$ cat src/rtl/tfq_pkg.sv
package tfq_pkg;

  typedef enum logic [2:0] {
    RS_SLEEP   = 3'd0,
    RS_IDLE    = 3'd1,
    RS_TX      = 3'd2,
    RS_TX_UFL  = 3'd3,
    RS_CAL     = 3'd4,
    RS_SETTLE  = 3'd5
  } radio_state_e;

  function automatic logic flush_allowed(input logic [2:0] st);
    return (st == RS_IDLE) || (st == RS_TX_UFL);
  endfunction

endpackage

$ cat src/rtl/tfq_clear_ctl.sv
module tfq_clear_ctl
  import tfq_pkg::*;
(
  input  logic       clk,
  input  logic       rst_n,
  input  logic       flush_req,
  input  logic [2:0] radio_state,
  output logic       flush_ok,
  output logic       clear_all
);

  logic in_sleep_q;
  logic is_sleep;
  logic sleep_entry;

  assign is_sleep    = (radio_state == RS_SLEEP);
  assign sleep_entry = is_sleep && !in_sleep_q;
  assign flush_ok    = flush_req && flush_allowed(radio_state);
  assign clear_all   = flush_ok || sleep_entry;

  always_ff @(posedge clk) begin
    if (!rst_n) in_sleep_q <= 1'b0;
    else        in_sleep_q <= is_sleep;
  end

  // remaining asleep never produces a further clear
  p_sleep_once_r8: assert property (@(posedge clk) disable iff (!rst_n)
    (is_sleep && $past(is_sleep) && !flush_req) |-> !clear_all);

endmodule

$ cat src/rtl/tfq_ptrs.sv
module tfq_ptrs #(
  parameter int DEPTH = 64,
  localparam int PTR_W = (DEPTH > 1) ? $clog2(DEPTH) : 1,
  localparam int CNT_W = $clog2(DEPTH + 1)
) (
  input  logic             clk,
  input  logic             rst_n,
  input  logic             push_req,
  input  logic             pop_req,
  input  logic             clear,
  output logic             do_push,
  output logic             do_pop,
  output logic [PTR_W-1:0] wr_ptr,
  output logic [PTR_W-1:0] rd_ptr,
  output logic [CNT_W-1:0] fill_cnt,
  output logic             full,
  output logic             empty
);

  function automatic logic [PTR_W-1:0] ptr_inc(input logic [PTR_W-1:0] p);
    return (p == PTR_W'(DEPTH - 1)) ? '0 : p + 1'b1;
  endfunction

  assign full    = (fill_cnt == CNT_W'(DEPTH));
  assign empty   = (fill_cnt == '0);
  assign do_push = push_req && !full && !clear;
  assign do_pop  = pop_req && !empty && !clear;

  always_ff @(posedge clk) begin
    if (!rst_n) begin
      wr_ptr   <= '0;
      rd_ptr   <= '0;
      fill_cnt <= '0;
    end else if (clear) begin
      wr_ptr   <= '0;
      rd_ptr   <= '0;
      fill_cnt <= '0;
    end else begin
      if (do_push) wr_ptr <= ptr_inc(wr_ptr);
      if (do_pop)  rd_ptr <= ptr_inc(rd_ptr);
      fill_cnt <= fill_cnt + CNT_W'(do_push) - CNT_W'(do_pop);
    end
  end

  p_no_overflow_r3: assert property (@(posedge clk) disable iff (!rst_n)
    fill_cnt <= CNT_W'(DEPTH));

  p_full_blocks_r2: assert property (@(posedge clk) disable iff (!rst_n)
    (full && push_req) |=> (fill_cnt <= $past(fill_cnt)));

  p_clear_empties_r6: assert property (@(posedge clk) disable iff (!rst_n)
    clear |=> empty);

endmodule

$ cat src/rtl/tfq_store.sv
module tfq_store #(
  parameter int DEPTH = 64,
  parameter int WIDTH = 8,
  localparam int PTR_W = (DEPTH > 1) ? $clog2(DEPTH) : 1
) (
  input  logic             clk,
  input  logic             we,
  input  logic [PTR_W-1:0] wr_ptr,
  input  logic [WIDTH-1:0] wr_data,
  input  logic [PTR_W-1:0] rd_ptr,
  output logic [WIDTH-1:0] rd_data
);

  logic [WIDTH-1:0] mem [DEPTH];

  always_ff @(posedge clk) begin
    if (we) mem[wr_ptr] <= wr_data;
  end

  assign rd_data = mem[rd_ptr];

endmodule

$ cat src/rtl/tfq_status.sv
module tfq_status #(
  parameter int DEPTH  = 64,
  parameter int FREE_W = 4,
  localparam int CNT_W = $clog2(DEPTH + 1),
  localparam int SAT   = (1 << FREE_W) - 1
) (
  input  logic              clk,
  input  logic              rst_n,
  input  logic [CNT_W-1:0]  fill_cnt,
  input  logic              empty,
  input  logic              rd_ready,
  input  logic              flush_ok,
  output logic [FREE_W-1:0] wr_free,
  output logic              underflow
);

  logic [CNT_W:0] free_raw;

  assign free_raw = (CNT_W + 1)'(DEPTH) - {1'b0, fill_cnt};

  generate
    if (DEPTH > SAT) begin : g_sat
      assign wr_free = (free_raw > (CNT_W + 1)'(SAT)) ? FREE_W'(SAT)
                                                     : FREE_W'(free_raw);
    end else begin : g_nosat
      assign wr_free = FREE_W'(free_raw);
    end
  endgenerate

  always_ff @(posedge clk) begin
    if (!rst_n)                     underflow <= 1'b0;
    else if (flush_ok)              underflow <= 1'b0;
    else if (rd_ready && empty)     underflow <= 1'b1;
  end

  p_uf_set_r9: assert property (@(posedge clk) disable iff (!rst_n)
    (rd_ready && empty && !flush_ok) |=> underflow);

  p_uf_sticky_r9: assert property (@(posedge clk) disable iff (!rst_n)
    (underflow && !flush_ok) |=> underflow);

endmodule

$ cat src/rtl/tx_fifo_status.sv
module tx_fifo_status
  import tfq_pkg::*;
#(
  parameter int DEPTH  = 64,
  parameter int WIDTH  = 8,
  parameter int FREE_W = 4,
  localparam int PTR_W = (DEPTH > 1) ? $clog2(DEPTH) : 1,
  localparam int CNT_W = $clog2(DEPTH + 1)
) (
  input  logic              clk,
  input  logic              rst_n,
  input  logic              wr_valid,
  output logic              wr_ready,
  input  logic [WIDTH-1:0]  wr_data,
  output logic [FREE_W-1:0] wr_free,
  output logic              rd_valid,
  input  logic              rd_ready,
  output logic [WIDTH-1:0]  rd_data,
  input  logic              flush_req,
  input  logic [2:0]        radio_state,
  output logic              tx_underflow
);

  logic             flush_ok;
  logic             clear_all;
  logic             do_push;
  logic             do_pop;
  logic [PTR_W-1:0] wr_ptr;
  logic [PTR_W-1:0] rd_ptr;
  logic [CNT_W-1:0] fill_cnt;
  logic             full;
  logic             empty;

  tfq_clear_ctl u_clr (
    .clk         (clk),
    .rst_n       (rst_n),
    .flush_req   (flush_req),
    .radio_state (radio_state),
    .flush_ok    (flush_ok),
    .clear_all   (clear_all)
  );

  tfq_ptrs #(.DEPTH(DEPTH)) u_ptrs (
    .clk      (clk),
    .rst_n    (rst_n),
    .push_req (wr_valid),
    .pop_req  (rd_ready),
    .clear    (clear_all),
    .do_push  (do_push),
    .do_pop   (do_pop),
    .wr_ptr   (wr_ptr),
    .rd_ptr   (rd_ptr),
    .fill_cnt (fill_cnt),
    .full     (full),
    .empty    (empty)
  );

  tfq_store #(.DEPTH(DEPTH), .WIDTH(WIDTH)) u_store (
    .clk     (clk),
    .we      (do_push),
    .wr_ptr  (wr_ptr),
    .wr_data (wr_data),
    .rd_ptr  (rd_ptr),
    .rd_data (rd_data)
  );

  tfq_status #(.DEPTH(DEPTH), .FREE_W(FREE_W)) u_stat (
    .clk       (clk),
    .rst_n     (rst_n),
    .fill_cnt  (fill_cnt),
    .empty     (empty),
    .rd_ready  (rd_ready),
    .flush_ok  (flush_ok),
    .wr_free   (wr_free),
    .underflow (tx_underflow)
  );

  assign wr_ready = !full;
  assign rd_valid = !empty;

  p_full_free_zero_r5: assert property (@(posedge clk) disable iff (!rst_n)
    !wr_ready |-> (wr_free == '0));

  p_flush_ignored_r7: assert property (@(posedge clk) disable iff (!rst_n)
    (flush_req && radio_state == RS_TX && !wr_valid && !rd_ready)
      |=> (fill_cnt == $past(fill_cnt)));

endmodule

$ cat config.mk
export PLATFORM = sky130hd
export DESIGN_NAME = tx_fifo_status
export DESIGN_NICKNAME = d
export VERILOG_FILES = /design/src/rtl/tfq_pkg.sv /design/src/rtl/tfq_clear_ctl.sv /design/src/rtl/tfq_ptrs.sv /design/src/rtl/tfq_store.sv /design/src/rtl/tfq_status.sv /design/src/rtl/tx_fifo_status.sv
export SDC_FILE = /design/constraint.sdc
export NUM_CORES = 1
export LEC_CHECK = 0
export BUFFER_PORTS_ARGS = -buffer_cell sky130_fd_sc_hd__buf_4
export CORE_AREA = 2 2 222 224
export CTS_CLUSTER_DIAMETER = 120
export DETAILED_ROUTE_END_ITERATION = 12
export DIE_AREA = 0 0 224 226
export RECOVER_POWER = 100
export REMOVE_ABC_BUFFERS = 1
export SYNTH_ARGS = -nofsm -noshare
export SYNTH_HDL_FRONTEND = slang
export SYNTH_HIERARCHICAL = 1
export SYNTH_SLANG_ARGS = --single-unit
$ cat constraint.sdc
create_clock -name clk -period 7.04 [get_ports clk]
set_input_delay 0.352 -clock clk [delete_from_list [all_inputs] [get_ports clk]]
set_output_delay 0.352 -clock clk [all_outputs]
set_load 0.02 [all_outputs]
==> qor.yml, run 1 <==
vias: 10763
maxCapViolCount: 8
syn_area_per_cell_um2: 19.5
power_frac_clock_pct: 37.5
hp-start: "rst_n"
synth_top_cells_by_count: "512 x edfxtp_1, 126 x mux4_2, 99 x nor2_1"
finalSetupViolCount: 0
overflow: 0
crit_cells: 6
cp_slowest_cell: "dfxtp_4"
die_x_um: 224
cts_resized: 0
place_area_um2: 22200
ys_types: 64
finalPower_mw: 7.21
drt_drc_violations_left: 0
max-vdd-ir-drop_uv: 212
synth_ff_type: "edfxtp_1"
critPathArrivalTime_ns: 4.11
hpwlAfterDp_um: 29000
max-slew-margin-rel_pct: -96.2
yosysWarnings: 6
cts.sinks: 533
area_delta_synth_final_pct: 11.0
grt_pass1_vias: 10933
die_h_um: 226
drive_gt1_share_pct: 20.2
synthArstFlopShare_pct: 0
p_switching_mw: 1.74
worstSkewPairLatency_ns: 0.59
dp.cells: 1708
dieArea_um2: 50600
p_int_mw: 5.47
hold_class: "input port to flip-flop"
crit_type: "flip-flop to primary output"
crit_buf_inv: 2
path_clk_slew_ns: 0.06
clockRootBuffer: "clkbuf_16"
syn_inst: 1097
critPathMaxStageDelay_ns: 0.83
finClkSkew_ns: 0.0118
ctsHoldBuffers: 2
r2r-start: "u_ptrs/fill_cnt[2]$_SDFF_PP0_"
path_max_fanout: 42
final_nets: 1173
combPwrFrac_pct: 12.6
routed_wl_um: 48400
cts_made_buffers: 54
critical-path-top-delay-family: "multiplexers"
ctsLongestPathBuffers: 3
failed_checks: "capacitance limit, slew limit"
power_density_nw_per_um2: 303
netlist.area_leader.share_pct: 71.7
tns_ns: 0
h-tree-depth: 2
seqPwrFrac_pct: 49.9
fp-row-count: 81
routed_via_density: 5.94
core_area_um2: 48300
period_share_pct: 63.4
ys_seq_area_share_pct: 73.7
stdcell_area_um2: 23800
period_needed_ns: 4.46
dp_slack_ns: 3.26
final_cell_count_no_fill: 1813
grt_usage_pct: 19.6
worstMarginPinSlew_ns: 2.94
syn_area_um2: 21400
finalHoldViolations: 0
status: "finished, violations left"
hold_depth: 2
wire_per_inst_um: 26.7
timing.rr.end: "u_store/mem[23][2]$_DFFE_PP_"
gp_congestion: 0.777
ant_nets: 0
grt_pass1_wl_um: 72200
first_pass_iters: 5
ys_ff_latch: 533
required_ns: 6.69
holdPathEnd: "u_stat/underflow$_SDFFE_PP0P_"
layout_setup_ws_ns: 2.58
holdWs_ns: 0.0553
power_leakage_nw: 7.15
max_freq_mhz: 224
nFillCells: 3917
start_util_pct: 44.4
switching_share_pct: 24.1
endpoint_kind: "primary output"
post_cts_buffers: 0
synth_top_area_cell: "edfxtp_1"
r2r_slack_ns: 2.66
finalMaxSlewViolations: 520
synth_edf_count: 512
grt_max_degree: 65
synth.area.top_cells: "edfxtp_1 72%, mux4_2 13%, dfxtp_1 2.0%"
drtIter0Drc: 1058
antenna_found_initial: 0
cts_tree: "built"
pin_count: 31
r2r_cells: 7
path_cells: "buf_4 > mux4_2 > mux4_2 > o21ai_0 > o41ai_1 > buf_4"
cp-start-kind: "flip-flop"
io_buffer_count: 30
yosysMostFrequentCell: "edfxtp_1"
rsz0062_at_grt: "false"
fin_util_pct: 49.2
[flip-flops by register name (all words and copies together), names as in the netlist]
| signal | flops |
|---|---|
| u_ptrs/wr_ptr | 6 |
| u_store/mem | 512 |
| u_clr/in_sleep_q | 1 |
| u_stat/underflow | 1 |
| u_ptrs/rd_ptr | 6 |
| u_ptrs/fill_cnt | 7 |
[cell usage in the layout, fill, tap and decap left out, types with 4 or more instances in the layout]
cell / count
edfxtp_1: 512
mux4_2: 126
nor2_1: 99
clkbuf_16: 57
clkbuf_1: 40
mux2i_1: 27
nand2_1: 23
buf_4: 21
nor2b_1: 18
inv_1: 17
dfxtp_1: 17
clkinv_1: 15
nand3_1: 15
mux2_2: 13
ha_1: 12
nand2b_1: 11
clkinv_2: 10
a21oi_1: 10
o22ai_1: 10
nor3_1: 9
o221ai_1: 8
o21ai_0: 7
and3_1: 7
a221oi_1: 6
nand4_1: 5
xor2_1: 5
a31oi_1: 5
nand3b_1: 5
o211ai_1: 4
a211oi_1: 4
[cells by family after synthesis]
group,count (synthesis),share of synthesized area [%]
buffers and inverters,73,1.91
adders and majority gates,13,0.794
xor gates and xnor gates,7,0.286
muxes,166,15.2
AOI/OAI and AO/OA,89,3.19
and+or+nand+nor,216,4.98
DFF,533,73.7
[layout make-up]
cell class / count / area, µm² / share of cell area, %
Multi-Input combinational cell: 491 / 5210 / 21.9
Clock buffer: 73 / 1490 / 6.25
Inverter: 17 / 63.8 / 0.268
Clock inverter: 29 / 181 / 0.762
Antenna cell: 1 / 2.50 / 0.0105
Timing Repair Buffer: 47 / 268 / 1.12
Sequential cell: 533 / 15800 / 66.4
Tap cell: 622 / 778 / 3.27
[layer usage]
layer | vias up | part of all wire (%) | GRT usage (%)
li1 | 4603 | - | -
met1 | 5710 | 44 | 28.2
met2 | 371 | 47 | 31.0
met3 | 79 | 5.8 | 2.90
met4 | 0 | 2.3 | 6.19
met5 | - | 0 | 0
[power by group through the flow]
stage	sequential [mW]	combinational (mW)	clock, mW
CTS	3.60	0.949	2.77
global route	3.61	0.992	2.88
floorplan	3.70	0.669	0
finish	3.60	0.908	2.70
global placement	3.66	0.932	0
detailed placement	3.67	0.945	0
[worst max-delay path by stage]
stage | start | to
floorplan | u_ptrs/rd_ptr[0]$_SDFFE_PP0P_ | rd_data[3]
global placement | u_ptrs/rd_ptr[0]$_SDFFE_PP0P_ | rd_data[7]
detailed placement | u_ptrs/rd_ptr[0]$_SDFFE_PP0P_ | rd_data[4]
CTS | u_ptrs/rd_ptr[0]$_SDFFE_PP0P_ | rd_data[4]
global route | u_ptrs/rd_ptr[0]$_SDFFE_PP0P_ | rd_data[5]
finish | u_ptrs/rd_ptr[0]$_SDFFE_PP0P_ | rd_data[5]
No activity file was read; power rests on OpenSTA's default activity.
==> inputs of run 2 (changes only) <==
==> constraint.sdc (replaced) <==
create_clock -name clk -period 3.81 [get_ports clk]
set_input_delay 0.1905 -clock clk [delete_from_list [all_inputs] [get_ports clk]]
set_output_delay 0.1905 -clock clk [all_outputs]
set_load 0.02 [all_outputs]
==> qor.yml, run 2 (same netlist as run 1, synthesis figures left out) <==
hpwlAfterDp_um: 30300
finalPower_mw: 13.4
routed_wl_um: 48700
die_h_um: 226
cts_made_buffers: 54
finalMaxSlewViolations: 520
cts.sinks: 533
vias: 10934
gp_congestion: 0.793
crit_type: "flip-flop to primary output"
multi_input_area_um2: 5230
path_cells: "buf_12 > clkbuf_2 > mux4_2 > mux4_2 > nor2_1 > o32ai_1 > buf_4"
cp_slowest_cell: "dfxtp_4"
die_x_um: 224
worstMarginPinSlew_ns: 3.25
cpMostUsedCell: "mux4_2"
finClkSkew_ns: 0.0151
critPathMaxStageDelay_ns: 0.59
overflow: 0
wire_per_inst_um: 25.9
drtIter0Drc: 1011
rsz0062_at_grt: "false"
finalSetupViolCount: 0
dp.cells: 1779
cp-startpoint: "u_ptrs/rd_ptr[0]$_SDFFE_PP0P_"
antenna_cells: 0
power_leakage_nw: 7.33
final_nets: 1248
required_ns: 3.62
max-vdd-ir-drop_uv: 400
power_frac_clock_pct: 36.7
r2r-start: "u_ptrs/fill_cnt[5]$_SDFF_PP0_"
power_density_nw_per_um2: 554
combPwrFrac_pct: 13.9
p_int_mw: 10.1
hp-start: "wr_valid"
crit_buf_inv: 3
layout_common_cells: "512 x edfxtp_1, 126 x mux4_2, 99 x nor2_1"
ctsLongestPathBuffers: 3
grt_usage_pct: 19.7
final_common_cell: "edfxtp_1"
final_cell_count_no_fill: 1884
nFillCells: 3932
hold_class: "input port to flip-flop"
fp-row-count: 81
cp-start-kind: "flip-flop"
max_freq_mhz: 283
maxCapViolCount: 8
antenna_found_initial: 0
grt_max_degree: 65
drt_drc_violations_left: 0
path_clk_slew_ns: 0.06
dp_slack_ns: 0.641
pin_count: 31
period_needed_ns: 3.54
top_regs: "u_store/mem x512, u_ptrs/fill_cnt x7"
grt_pass1_wl_um: 72700
area_delta_synth_final_pct: 12.9
largest_reg_flops: 512
first_pass_iters: 5
critical-path-top-delay-family: "multiplexers"
path_max_fanout: 30
worstSkewPairLatency_ns: 0.59
max-slew-margin-rel_pct: -117
max_flop_register: "u_store/mem"
layout_setup_ws_ns: 0.274
endpoint_kind: "primary output"
seqPwrFrac_pct: 49.3
switching_share_pct: 24.5
io_buffer_count: 30
start_util_pct: 44.4
status: "finished, violations left"
critPathArrivalTime_ns: 3.35
final-seq-area_um2: 15800
dieArea_um2: 50600
core_area_um2: 48300
routed_via_density: 5.80
holdWs_ns: 0.0539
drive_gt1_share_pct: 21.0
h-tree-depth: 2
failed_checks: "capacitance limit, slew limit"
finalHoldViolations: 0
p_switching_mw: 3.29
period_share_pct: 92.8
grt_pass1_vias: 11090
ant_nets: 0
clockRootBuffer: "clkbuf_16"
cts_tree: "built"
run 2: changes by cell type in the layout (fill, tap and decap cells not counted), moves of 2 or more:
cell / delta
clkbuf_16: -2
buf_12: +4
dlygate4sd3_1: +3
clkinvlp_4: +2
buf_4: +15
clkinv_1: -4
clkbuf_1: +49
run 2: power groups by stage:
stage / clock network (mW) / registers (mW) / logic, mW
finish: 4.92 / 6.61 / 1.86
global route: 5.25 / 6.63 / 2.03
CTS: 5.03 / 6.62 / 1.90
detailed placement: 0 / 6.74 / 1.89
global placement: 0 / 6.74 / 1.86
floorplan: 0 / 6.84 / 1.24
run 2: area by class of cell:
cell class	instances	share of cell area (%)
flip-flops and latches	533	65.3
multi-input cells	491	21.6
clock buffers	69	5.90
well taps	622	3.22
repair buffers	122	2.87
clock inverters	30	0.843
inverters	17	0.264
run 2: per-layer routing:
layer	routed length [µm]	track usage [%]	share of wire [%]
met5	0	0	0
met4	817	4.60	1.7
met3	3140	4.11	6.4
met2	23600	32.0	48
met1	21100	27.6	43
run 2: path summary, 6_finish.rpt:
path              slack, ns                             to  cells after the start
setup / recovery       0.27                     rd_data[6]                      7
hold reg to reg        0.72  u_ptrs/wr_ptr[5]$_SDFFE_PP0P_                      1
hold / removal         0.05  u_ptrs/wr_ptr[2]$_SDFFE_PP0P_                      4
setup reg to reg       0.41  u_ptrs/fill_cnt[6]$_SDFF_PP0_                     14
run 2: repair_timing:
action,CTS,global route
hold buffers,5,0
buffers inserted,0,1
endpoints found under the hold margin,5,0
setup endpoints to repair,0,4
gates resized for setup,0,1
run 2: metrics by stage:
| step | utilization (%) | cell area [µm²] | TNS, ns |
|---|---|---|---|
| after floorplan | - | 21100 | -41.83 |
| after global placement | 47.2 | 22800 | 0 |
| after detailed placement | 47.2 | 22800 | 0 |
| after CTS | 50.6 | 24500 | 0 |
| after global routing | 50.1 | 24200 | 0 |
| final | 50.1 | 24200 | 0 |
run 2: worst register-to-register path, cell delays in order (launching register included):
cell and delay, ns:
dfxtp_1 0.37, inv_1 0.10, ha_1 0.16, nand4bb_1 0.27, o21ai_0 0.64, nor2_1 0.10
ha_1 0.31, inv_1 0.06, ha_1 0.16, inv_1 0.05, fa_1 0.37, nor2b_1 0.21
o311ai_1 0.17, nor2b_1 0.18, o211ai_1 0.18
==> inputs of run 3 (changes only) <==
--- a/config.mk
+++ b/config.mk
@@ -11,7 +11,6 @@
 export DETAILED_ROUTE_END_ITERATION = 12
 export DIE_AREA = 0 0 224 226
 export RECOVER_POWER = 100
-export REMOVE_ABC_BUFFERS = 1
 export SYNTH_ARGS = -nofsm -noshare
 export SYNTH_HDL_FRONTEND = slang
 export SYNTH_HIERARCHICAL = 1
==> qor.yml, run 3 (same netlist as run 1, synthesis figures left out) <==
period_share_pct: 95.1
clockRootBuffer: "clkbuf_16"
tns_ns: 0
path_max_fanout: 37
top_regs: "u_store/mem x512, u_ptrs/fill_cnt x7"
grt_pass1_vias: 10932
place_area_um2: 22700
grt_pass1_wl_um: 72300
drt_drc_violations_left: 0
gp_congestion: 0.766
wire_per_inst_um: 26.2
drtIter0Drc: 976
drive_gt1_share_pct: 20.1
antenna_cells: 0
die_x_um: 224
largest_reg_flops: 512
worstMarginPinSlew_ns: 3.24
combPwrFrac_pct: 13.7
io_buffer_count: 30
ctsLongestPathBuffers: 3
period_needed_ns: 3.62
r2r_slack_ns: 0.31
finClkSkew_ns: 0.0156
hold_depth: 5
power_density_nw_per_um2: 548
final_nets: 1231
fp-row-count: 81
cts.sinks: 533
hpwlAfterDp_um: 29300
max_freq_mhz: 276
layout_common_cells: "512 x edfxtp_1, 126 x mux4_2, 98 x nor2_1"
endpoint_kind: "primary output"
stdcell_area_um2: 24000
routed_wl_um: 48700
rsz0062_at_grt: "false"
r2r_cells: 9
pin_count: 31
finalHoldViolations: 0
grt_usage_pct: 19.7
overflow: 0
critPathArrivalTime_ns: 3.43
cts_made_buffers: 52
power_frac_clock_pct: 36.0
path_clk_slew_ns: 0.06
holdPathEnd: "u_ptrs/wr_ptr[5]$_SDFFE_PP0P_"
routed_via_density: 5.86
first_pass_iters: 5
final_common_cell: "edfxtp_1"
synth_nets: 1126
crit_type: "flip-flop to primary output"
max_flop_register: "u_store/mem"
ant_nets: 0
h-tree-depth: 2
switching_share_pct: 24.3
r2r-start: "u_ptrs/fill_cnt[5]$_SDFF_PP0_"
status: "finished, violations left"
critPathMaxStageDelay_ns: 0.75
vias: 10906
path_cells: "clkbuf_4 > mux4_2 > o221a_2 > nor3_1 > o32ai_1 > buf_4"
cts_tree: "built"
failed_checks: "capacitance limit, slew limit"
finalMaxSlewViolations: 520
die_h_um: 226
hold_class: "input port to flip-flop"
required_ns: 3.62
seqPwrFrac_pct: 50.3
dieArea_um2: 50600
finalSetupViolCount: 0
maxCapViolCount: 8
core_area_um2: 48300
worstSkewPairLatency_ns: 0.59
max-slew-margin-rel_pct: -116
timing.rr.end: "u_store/mem[14][7]$_DFFE_PP_"
critical-path-top-delay-family: "compound AO/OA/AOI/OAI gates"
power_leakage_nw: 7.25
crit_buf_inv: 2
nFillCells: 3886
cp-start-kind: "flip-flop"
antenna_found_initial: 0
p_switching_mw: 3.20
max-vdd-ir-drop_uv: 279
p_int_mw: 9.97
start_util_pct: 44.4
hp-start: "radio_state[2]"
grt_max_degree: 74
cp_slowest_cell: "dfxtp_4"
area_delta_synth_final_pct: 12.1
-- run 3: cell count changes in the layout (fill, tap and decap cells not counted), sizes merged --
| cell | before | now |
|---|---|---|
| clkinvlp | 4 | 0 |
| buf | 40 | 24 |
| inv | 18 | 17 |
| clkinv | 23 | 21 |
| bufinv | 2 | 1 |
| dlygate4sd3 | 5 | 6 |
-- run 3: worst register-to-register path, cell delays in order (launching register included) --
cell and delay, ns:
dfxtp_1 0.44, inv_1 0.09, ha_1 0.20, and4bb_1 0.26, a21boi_4 0.24, and2_1 0.36, nor2b_1 0.30, nand3_1 0.55
nor2_1 0.26, clkbuf_1 0.41
-- run 3: area by class of cell --
type	instances	area, µm²	share of cell area, %
Inverter	17	63.8	0.265
Clock buffer	69	1420	5.89
Clock inverter	22	125	0.520
Sequential cell	533	15800	65.7
Multi-Input combinational cell	491	5240	21.8
Tap cell	622	778	3.24
Timing Repair Buffer	107	613	2.55
-- run 3: power by group through the flow --
| stage | Clock, mW | Combinational (mW) | Sequential, mW |
|---|---|---|---|
| 4_1_cts | 4.85 | 1.85 | 6.62 |
| 3_3_place_gp | 0 | 1.82 | 6.74 |
| 5_1_grt | 5.06 | 1.98 | 6.64 |
| 6_report | 4.73 | 1.81 | 6.62 |
| 3_5_place_dp | 0 | 1.83 | 6.75 |
| 2_1_floorplan | 0 | 1.38 | 6.66 |
-- run 3: how the worst max path moves through the flow --
stage                                   endpoint  cells past startpoint                           from
floorplan           u_store/mem[62][0]$_DFFE_PP_                      8  u_ptrs/fill_cnt[5]$_SDFF_PP0_
global placement    u_store/mem[26][2]$_DFFE_PP_                      8  u_ptrs/fill_cnt[5]$_SDFF_PP0_
detailed placement  u_store/mem[26][0]$_DFFE_PP_                      8  u_ptrs/fill_cnt[2]$_SDFF_PP0_
CTS                                   rd_data[5]                      7  u_ptrs/rd_ptr[0]$_SDFFE_PP0P_
global route                          rd_data[4]                      6  u_ptrs/rd_ptr[2]$_SDFFE_PP0P_
finish                                rd_data[4]                      6  u_ptrs/rd_ptr[2]$_SDFFE_PP0P_
-- run 3: timing repair --
item | in CTS | in global routing
hold buffers | 6 | 0
resized for setup | 0 | 1
setup endpoints to repair | 0 | 12
setup buffers | 0 | 1
endpoints found under the hold margin | 5 | 0
-- run 3: metal layers --
metal	vias up	global-route usage (%)	routed length, µm
met4	0	7.31	1620
met2	361	31.0	23300
met3	96	3.04	2980
met1	5736	27.9	20900
li1	4713	-	-
met5	-	0	0
-- run 3: stage by stage --
stage,total power [mW],setup WS [ns],util [%],std cells,hold WS (ns)
2_1_floorplan,8.04,1.17,-,1097,0.266
3_3_place_gp,8.56,0.391,46.9,1763,0.363
3_5_place_dp,8.58,0.301,46.9,1763,0.368
4_1_cts,13.3,0.0545,50.2,1860,0.180
5_1_grt,13.7,0.0608,49.7,1861,0.257
6_report,13.2,0.186,49.7,1861,0.219
